<file path="src/rtl/i2c_evt_pkg.sv">
package i2c_evt_pkg;

  localparam int unsigned NSRC = 7;
  localparam int unsigned VCW  = 3;

  typedef enum logic [VCW-1:0] {
    VEC_NONE      = 3'd0,
    VEC_ARB_LOST  = 3'd1,
    VEC_NO_ACK    = 3'd2,
    VEC_ACC_RDY   = 3'd3,
    VEC_RX_RDY    = 3'd4,
    VEC_TX_RDY    = 3'd5,
    VEC_STOP_DET  = 3'd6,
    VEC_AS_SLAVE  = 3'd7
  } vec_code_e;

  localparam int unsigned SRC_ACC_RDY  = 2;
  localparam int unsigned SRC_STOP_DET = 5;

  localparam int unsigned STAT_RSF_BIT = 11;
  localparam int unsigned STAT_BB_BIT  = 12;

  localparam logic [NSRC-1:0] W1C_BITS =
    NSRC'((1 << SRC_ACC_RDY) | (1 << SRC_STOP_DET));

endpackage

</file>
<file path="src/rtl/i2c_evt_latch.sv">
module i2c_evt_latch #(
  parameter int unsigned N = 7
) (
  input  logic         clk,
  input  logic         rst_n,
  input  logic [N-1:0] set_i,
  input  logic [N-1:0] clr_i,
  output logic [N-1:0] pend_o
);

  for (genvar i = 0; i < N; i++) begin : g_bit
    logic q;
    always_ff @(posedge clk) begin
      if (!rst_n) q <= 1'b0;
      else        q <= set_i[i] | (q & ~clr_i[i]);
    end
    assign pend_o[i] = q;
  end

endmodule

</file>
<file path="src/rtl/i2c_evt_prio.sv">
module i2c_evt_prio #(
  parameter int unsigned N  = 7,
  parameter int unsigned CW = $clog2(N + 1)
) (
  input  logic [N-1:0]  req_i,
  output logic          found_o,
  output logic [N-1:0]  onehot_o,
  output logic [CW-1:0] code_o
);

  localparam int unsigned IW = (N > 1) ? $clog2(N) : 1;

  logic [IW-1:0] idx;

  always_comb begin
    found_o = 1'b0;
    idx     = '0;
    for (int i = N - 1; i >= 0; i--) begin
      if (req_i[i]) begin
        found_o = 1'b1;
        idx     = IW'(i);
      end
    end
  end

  assign onehot_o = found_o ? (N'(1) << idx) : '0;
  assign code_o   = found_o ? (CW'(idx) + CW'(1)) : '0;

endmodule

</file>
<file path="src/rtl/i2c_evt_mask.sv">
module i2c_evt_mask #(
  parameter int unsigned N = 7
) (
  input  logic         clk,
  input  logic         rst_n,
  input  logic         we_i,
  input  logic [N-1:0] wdata_i,
  output logic [N-1:0] mask_o
);

  always_ff @(posedge clk) begin
    if (!rst_n)    mask_o <= '0;
    else if (we_i) mask_o <= wdata_i;
  end

endmodule

</file>
<file path="src/rtl/i2c_evt_unit.sv">
module i2c_evt_unit
  import i2c_evt_pkg::*;
#(
  parameter int unsigned   DW       = 16,
  parameter int unsigned   AW       = 6,
  parameter logic [AW-1:0] OFS_MASK = 6'h04,
  parameter logic [AW-1:0] OFS_STAT = 6'h08,
  parameter logic [AW-1:0] OFS_VEC  = 6'h28
) (
  input  logic          clk,
  input  logic          rst_n,
  input  logic          reg_wr,
  input  logic          reg_rd,
  input  logic [AW-1:0] reg_addr,
  input  logic [DW-1:0] reg_wdata,
  output logic [DW-1:0] reg_rdata,
  input  logic [NSRC-1:0] evt_pulse,
  input  logic          bus_busy,
  input  logic          rx_shift_full,
  output logic          irq
);

  logic sel_mask, sel_stat, sel_vec;
  logic [NSRC-1:0] pend_q, mask_q, enabled, vec_hit, clr_vec, clr_w1c;
  logic            vec_found;
  logic [VCW-1:0]  vec_code;
  logic [DW-1:0]   stat_word;
  logic            wdata_unused;

  assign sel_mask = (reg_addr == OFS_MASK);
  assign sel_stat = (reg_addr == OFS_STAT);
  assign sel_vec  = (reg_addr == OFS_VEC);

  i2c_evt_mask #(.N(NSRC)) u_mask (
    .clk     (clk),
    .rst_n   (rst_n),
    .we_i    (reg_wr & sel_mask),
    .wdata_i (reg_wdata[NSRC-1:0]),
    .mask_o  (mask_q)
  );

  assign enabled = pend_q & mask_q;

  i2c_evt_prio #(.N(NSRC), .CW(VCW)) u_prio (
    .req_i    (enabled),
    .found_o  (vec_found),
    .onehot_o (vec_hit),
    .code_o   (vec_code)
  );

  assign clr_vec = (reg_rd & sel_vec & vec_found) ? vec_hit : '0;
  assign clr_w1c = (reg_wr & sel_stat) ? (reg_wdata[NSRC-1:0] & W1C_BITS) : '0;

  i2c_evt_latch #(.N(NSRC)) u_latch (
    .clk    (clk),
    .rst_n  (rst_n),
    .set_i  (evt_pulse),
    .clr_i  (clr_vec | clr_w1c),
    .pend_o (pend_q)
  );

  always_comb begin
    stat_word               = '0;
    stat_word[NSRC-1:0]     = pend_q;
    stat_word[STAT_RSF_BIT] = rx_shift_full;
    stat_word[STAT_BB_BIT]  = bus_busy;
  end

  always_comb begin
    reg_rdata = '0;
    if (reg_rd) begin
      if (sel_mask)      reg_rdata = DW'(mask_q);
      else if (sel_stat) reg_rdata = stat_word;
      else if (sel_vec)  reg_rdata = DW'(vec_code);
    end
  end

  assign irq = |enabled;

  assign wdata_unused = ^reg_wdata[DW-1:NSRC];

endmodule

</file>
<file path="config.mk">
export PLATFORM = sky130hd
export DESIGN_NAME = i2c_evt_unit
export DESIGN_NICKNAME = d
export VERILOG_FILES = /design/src/rtl/i2c_evt_pkg.sv /design/src/rtl/i2c_evt_latch.sv /design/src/rtl/i2c_evt_prio.sv /design/src/rtl/i2c_evt_mask.sv /design/src/rtl/i2c_evt_unit.sv
export SDC_FILE = /design/constraint.sdc
export NUM_CORES = 1
export LEC_CHECK = 0
export ABC_CLOCK_PERIOD_IN_PS = 2300
export BUFFER_PORTS_ARGS = -buffer_cell sky130_fd_sc_hd__buf_4
export CAP_MARGIN = 30
export CORE_MARGIN = 4
export CORE_UTILIZATION = 46
export DETAILED_ROUTE_END_ITERATION = 8
export GPL_TIMING_DRIVEN = 0
export HOLD_SLACK_MARGIN = 0.03
export PLACE_DENSITY_LB_ADDON = 0.3
export SYNTH_ARGS = -nofsm -noshare
export SYNTH_HDL_FRONTEND = slang
export SYNTH_HIERARCHICAL = 1
export SYNTH_SLANG_ARGS = --single-unit
</file>
<file path="constraint.sdc">
create_clock -name clk -period 2.3 [get_ports clk]
set_input_delay 0 -clock clk [delete_from_list [all_inputs] [get_ports clk]]
set_output_delay 0 -clock clk [all_outputs]
set_load 0.005 [all_outputs]
</file>
* Yosys cells after proc, flatten, opt, wreduce, memory -nomap -nowiden
Cells that the tools add are included.
Storage, ports and cells: memories 0, word-level logic and storage cells 63, bits in read-only memories 0, bits in latches 0, output and inout port bits 17, bits of input ports 35, RAM bits 0, bits in registers 14
Operators by class: bitwise operators 27, div/mod/pow operators 0, add/sub/neg operators 1, mux-type cells 22, eq/ne operators 3, multipliers 0, magnitude comparators 0, reduce and logical (&&, ||, !) cells 1, shifts and indexed selects 1
Operator list (number):
- 2-to-1 mux 3 bit | 9
- 2-to-1 mux 13 bit | 2
- 2-to-1 mux 16 bit | 1
- 2-to-1 mux 7 bit | 2
- AND 1 bit | 11
- AND 7 bit | 1
- 2-to-1 mux 1 bit | 7
- NOT 1 bit | 7
- bitwise OR 1 bit | 7
- bitwise OR 7 x 6 -> 7 bit | 1
- OR reduction 7 bit | 1
- << shifter 1 x 3 -> 7 bit, first input constant | 1
- == test 6 x 3 -> 1 bit, second input constant | 1
- == test 6 x 4 -> 1 bit, second input constant | 1
- == test 6 bit, second input constant | 1
- 2-to-1 mux 6 bit | 1
- adder 3 x 1 -> 3 bit, second input constant | 1

* Depth between registers and ports, before layout
depth in word-level cells 15, mapped depth 11, mapped depth without buffers 10

* Cells and area by module
The synthesis kept the hierarchy.
By module, submodules not included:
- i2c_evt_unit | sequential area each 0.0 sq um, cells an instance 55, area each 379.1 sq um, instances 1
- i2c_evt_latch | sequential area each 140.1 sq um, cells an instance 28, area each 289.0 sq um, instances 1
- i2c_evt_mask | sequential area each 140.1 sq um, cells an instance 22, area each 265.3 sq um, instances 1
- i2c_evt_prio | sequential area each 0.0 sq um, cells an instance 30, area each 214.0 sq um, instances 1

* Worst setup path before layout
Ideal clock, no wire load.
path type reg2out, from register u_latch.g_bit[2].q, to output reg_rdata[2], arrival time 1.995 ns, data required time 2.300 ns, path buffers 1, setup slack 0.305 ns, cell stages (with the launch flop) 11, path through dfxtp_1 > buf_4 > and2_1 > or4_4 > nor2_2 > inv_1 > ha_1 > nor2_1 > mux2i_1 > nor3_1 > a21o_1
Between the ends: cells in the longest elaborated chain, start to end 10, elaborated cells on any way between the ends 13, classes of those cells add/sub (1); mux (11); bitwise (1)
RTL lines:
- start: declaration | line i2c_evt_latch.sv:12 | logic q;
- start signal: assignment | line i2c_evt_latch.sv:15 | else q <= set_i[i] | (q & ~clr_i[i]);
- AND 7 bit * | line i2c_evt_unit.sv:42 | assign enabled = pend_q & mask_q;
- named net enabled[2] | line i2c_evt_unit.sv:24 | logic [NSRC-1:0] pend_q, mask_q, enabled, vec_hit, clr_vec, clr_w1c;
- 2-to-1 mux 3 bit (3 in a row) | line i2c_evt_prio.sv:19 | if (req_i[i]) begin
- adder 3 x 1 -> 3 bit | line i2c_evt_prio.sv:27 | assign code_o = found_o ? (CW'(idx) + CW'(1)) : '0;
- 2-to-1 mux 3 bit * | line i2c_evt_prio.sv:27
- named net vec_code[2] | line i2c_evt_unit.sv:26 | logic [VCW-1:0] vec_code;
- 2-to-1 mux 3 bit * | line i2c_evt_unit.sv:74 | else if (sel_vec) reg_rdata = DW'(vec_code);
- 2-to-1 mux 13 bit * | line i2c_evt_unit.sv:73 | else if (sel_stat) reg_rdata = stat_word;
- 2-to-1 mux 13 bit * | line i2c_evt_unit.sv:72 | if (sel_mask) reg_rdata = DW'(mask_q);
- 2-to-1 mux 16 bit * | line i2c_evt_unit.sv:71 | if (reg_rd) begin
- end: declaration | line i2c_evt_unit.sv:16 | output logic [DW-1:0] reg_rdata,
Mark *: on every way through the listed nets, which the timed path passes. The rest lies on a longest branch.

* Final worst setup path
from register u_latch.g_bit[5].q, to output reg_rdata[2]
Between the ends: cells in the longest elaborated chain, start to end 13, elaborated cells on any way between the ends 19, classes of those cells add/sub (1); mux (17); bitwise (1)
RTL lines (line):
- start: declaration | i2c_evt_latch.sv:12
- start signal: assignment | i2c_evt_latch.sv:15
- AND 7 bit * | i2c_evt_unit.sv:42
- named net enabled[5] | i2c_evt_unit.sv:24
- 2-to-1 mux 3 bit (6 in a row) | i2c_evt_prio.sv:19
- adder 3 x 1 -> 3 bit | i2c_evt_prio.sv:27
- 2-to-1 mux 3 bit * | i2c_evt_prio.sv:27
- named net vec_code[2] | i2c_evt_unit.sv:26
- 2-to-1 mux 3 bit * | i2c_evt_unit.sv:74
- 2-to-1 mux 13 bit * | i2c_evt_unit.sv:73
- 2-to-1 mux 13 bit * | i2c_evt_unit.sv:72
- 2-to-1 mux 16 bit * | i2c_evt_unit.sv:71
Marks and branches as above.

==> metrics.sh <==
IO_PINS=52
SYNTH-XOR-AREA-SHARE_PCT=0
LEAKAGE_POWER_TOTAL_nW=0.846
PATH_MAX_FANOUT=4
CTS_TREE='built'
FLOORPLAN.DIE_AREA_SQ_UM=3360
FINAL-SETUP-VIOL-COUNT=0
SYNTH-ADDER-AREA-SHARE_PCT=5.45
DIE_H_UM=57.9
DPL_WORST_SLACK_NS=0.0376
VIA_COUNT_OF_THE_FIRST_GLOBAL_ROUTING_PASS=1215
MAXSLEWVIOLCOUNT=0
WORST_PATH_ARRIVAL_TIME_NS=2.29
GRT_MAX_DEGREE=15
NUMCTSBUFFERS=3
CLKTRANSATPATHREGS_NS=0.09
REG2REG_SLACK_NS=0.05
CLOCKPOWERSHARE_PCT=32.6
POST_SYNTH_MAIN_AREA_CONTRIBUTORS='dfxtp_1, nor2b_1, buf_4'
POWERDENSITY_nW_PER_UM2=307
ENDPOINT='reg_rdata[2]'
CTSLONGESTPATHBUFFERS=2
FIN_WORST_SKEW_NS=0.00496
RR_STARTPOINT='u_mask/mask_o[1]'
NUM_ANTENNA_CELLS=0
LAYOUT-DRIVE-GT1-SHARE_PCT=48.0
SYN2LAYOUT_AREA_GROWTH_PCT=57.1
WORST_SETUP_PATH_START_KIND='register'
WIRELENGTH_MM=3.37
CTS-ROOT-BUF='clkbuf_4'
POWER.SHARE.SWITCHING_PCT=23.6
DETAILED_PLACE_HPWL_MM=2.27
CRIT_TYPE='register to output pin'
DIE_W_UM=57.9
WORST_R2R_ENDPOINT='u_latch/g_bit[5].q'
SEQ_POWER_SHARE_PCT=46.8
SYNTH_TOP_AREA_CELL='dfxtp_1'
SYNTHESIS.AREA_PER_INSTANCE_SQ_UM=8.50
MAX-CAP-VIOLATIONS=0
LAYOUT_COMMON_CELLS='buf_4, nor2b_1, dlygate4sd3_1'
SYNTH_SIMPLE_GATE_AREA_SHARE_PCT=36.2
GRT.OVERFLOW.TOTAL=0
FIN_CRIT_SH_PCT=99.6
ROUTED_VIA_COUNT=1147
SYNTH_TOP_FAMILY_BY_AREA='simple AND/OR/NAND/NOR gates'
CLOCK_LATENCY_ON_THE_WORST_SKEW_PAIR_NS=0.28
WORST-ENDPOINT-REQUIRED_NS=2.30
SYN-INSTANCE-COUNT=135
POSTLAYOUTCELLAREA_SQ_UM=1800
DETAIL_ROUTE.ITER0.VIOLATIONS=26
YOSYSWARNINGCOUNT=6
POST-SYNTH-TOP-AREA-FRACTION_PCT=24.4
REGISTER_AREA_SQ_UM=295
PORT_BUFFERS=34
GLOBAL_ROUTE.USAGE.TOTAL_PCT=20.7
POST_DRT_WL_PER_CELL_UM=14.9
HOLDPATHSTAGES=4
YS_SEQ_AREA_SHARE_PCT=24.4
WORST_R2R_PATH_DEPTH=13
OUTCOME='finished clean'
POST-ROUTE-MIN-PERIOD_NS=2.29
H-TREE-DEPTH=1
FINALWEIGHTEDCONGESTION=0.862
NETLIST_AREA_SQ_UM=1150
INITIAL_CORE_UTILIZATION_PCT=49.9
YOSYS-MUX-AREA-FRACTION_PCT=8.72
ACHIEVABLE-FREQUENCY_MHz=436
VIASPERCELL=5.08
P_SWITCHING_W=0.000131
PWR-SHARE-COMB_PCT=20.5
END_KIND='output pin'
YOSYS.CELL_TYPES.COUNT=31
ANT_NETS=0
FLOORPLAN.CORE_AREA_SQ_UM=2300
SETUP_WS_NS=0.00810
DRT-PASS1-ITER-COUNT=4
FINALNETCOUNT=239
GRT_SETUP_UNREPAIRED='yes'
TIGHTESTPINTRANSITION_NS=0.613
MIN_PATH_TYPE='input pin to register'
PLACEDINSTANCEAREA_SQ_UM=1460
SYNTH-SEQ-CELLS=14
FILL_CELLS=161
WORST_SLEW_MARGIN_REL_PCT=58.8
GRT_ANTENNA_BEFORE_REPAIR=0
SYNTH_COMPOUND_AREA_SHARE_PCT=12.8
POST-ROUTE-DRC-COUNT=0
GRT_FIRST_PASS_WIRELENGTH_MM=5.36
HOLD_VIOLATIONS=0
ROW_COUNT=17
COMBINED_AREA_OF_THE_MULTI_INPUT_LOGIC_CELLS_SQ_UM=836
VDD.IR_DROP.WORST_mV=0.350
MOSTFREQUENTLAYOUTCELL='buf_4'
CRIT_START='u_latch/g_bit[5].q'
CLKSINKCOUNT=14
INTERNAL-POWER_W=0.000423
==> worst min path at each step <==
| stage | start | endpoint | slack, ns |
|---|---|---|---|
| after floorplan | rst_n | u_latch/g_bit[0].q | 0.12 |
| after global placement | evt_pulse[0] | u_latch/g_bit[0].q | 0.21 |
| after detailed placement | evt_pulse[5] | u_latch/g_bit[5].q | 0.21 |
| after CTS | reg_wr | u_latch/g_bit[2].q | 0.19 |
| after global routing | reg_wr | u_latch/g_bit[2].q | 0.21 |
| final | reg_wr | u_latch/g_bit[2].q | 0.20 |
==> cell families (layout without fill, tap and decap cells) <==
group | Yosys count | after routing
multiplexers | 10 | 10
AND/OR/NAND/NOR | 66 | 66
AO/OA/AOI/OAI | 18 | 18
buffers and inverters | 21 | 78
other | 1 | 7
adder cells (fa/ha/maj) | 5 | 5
flip-flops | 14 | 14
==> repair_timing <==
action                                  4_1_cts  5_1_grt
buffers inserted                             10        0
endpoints found under the setup margin        2        5
cloned                                        0        0
pin swaps                                    10        4
hold endpoints to repair                     14        0
gates resized for setup                      26       13
hold buffers                                 15        0
==> cell type report <==
cell class,count,area share [%]
multi-input combinational,106,46.4
timing repair buffer,59,27.9
sequential,14,16.4
buffer,10,4.37
clock buffer,4,2.01
tap,28,1.94
inverter,5,1.04
==> critical path, cell delays in order, from the launching register on <==
cell     delay [ns]
dfxtp_2        0.33
buf_6          0.10
and2_4         0.15
nor3_1         0.52
nor2_4         0.09
inv_2          0.09
ha_4           0.19
nor2_2         0.07
mux2i_1        0.07
nor3_1         0.19
a21o_1         0.12
buf_6          0.09
==> power groups by stage <==
stage,sequential [W],combinational [W],clock [W]
finish,0.000259,0.000114,0.000181
global route,0.000261,0.000122,0.000195
CTS,0.000259,0.000112,0.000189
detailed placement,0.000261,0.0000995,0
global placement,0.000261,0.0000971,0
floorplan,0.000260,0.0000548,0
==> stage by stage <==
stage                     power [W]  std cells  hold slack (ns)  utilization, %  TNS, ns
after floorplan            0.000315        141            0.118               -        0
after global placement     0.000358        203            0.207            63.6        0
after detailed placement   0.000361        203            0.213            63.6        0
after CTS                  0.000561        227            0.186            77.5        0
after global routing       0.000578        226            0.206            78.5   -0.211
final                      0.000553        226            0.205            78.5        0
==> metal layers <==
metal | GRT usage (%) | vias to the layer above | part of all wire, % | wire length, um
met2 | 37.4 | 41 | 51 | 1730
met5 | 0 | - | 0 | 0
li1 | - | 567 | - | -
met3 | 3.56 | 6 | 5.0 | 170
met4 | 7.62 | 0 | 1.0 | 35
met1 | 24.2 | 533 | 43 | 1440
==> state kept, by name, indices dropped and copies added (netlist names) <==
name             cells
u_latch/g_bit.q      7
u_mask/mask_o        7
==> Yosys cell counts (all sizes together) <==
| master | n |
|---|---|
| nand2 | 2 |
| nor2b | 18 |
| nand2b | 2 |
| and3 | 4 |
| or4 | 3 |
| ha | 5 |
| a21o | 3 |
| a22oi | 4 |
| buf | 15 |
| nor4 | 1 |
| a32o | 2 |
| o21a | 7 |
| a221o | 1 |
| nor2 | 10 |
| clkbuf | 1 |
| and2 | 19 |
| nor3b | 1 |
| nor3 | 5 |
| inv | 5 |
| conb | 1 |
| dfxtp | 14 |
| mux2i | 10 |
| or4b | 1 |
| o31a | 1 |
(Power assumes the default switching activity.)
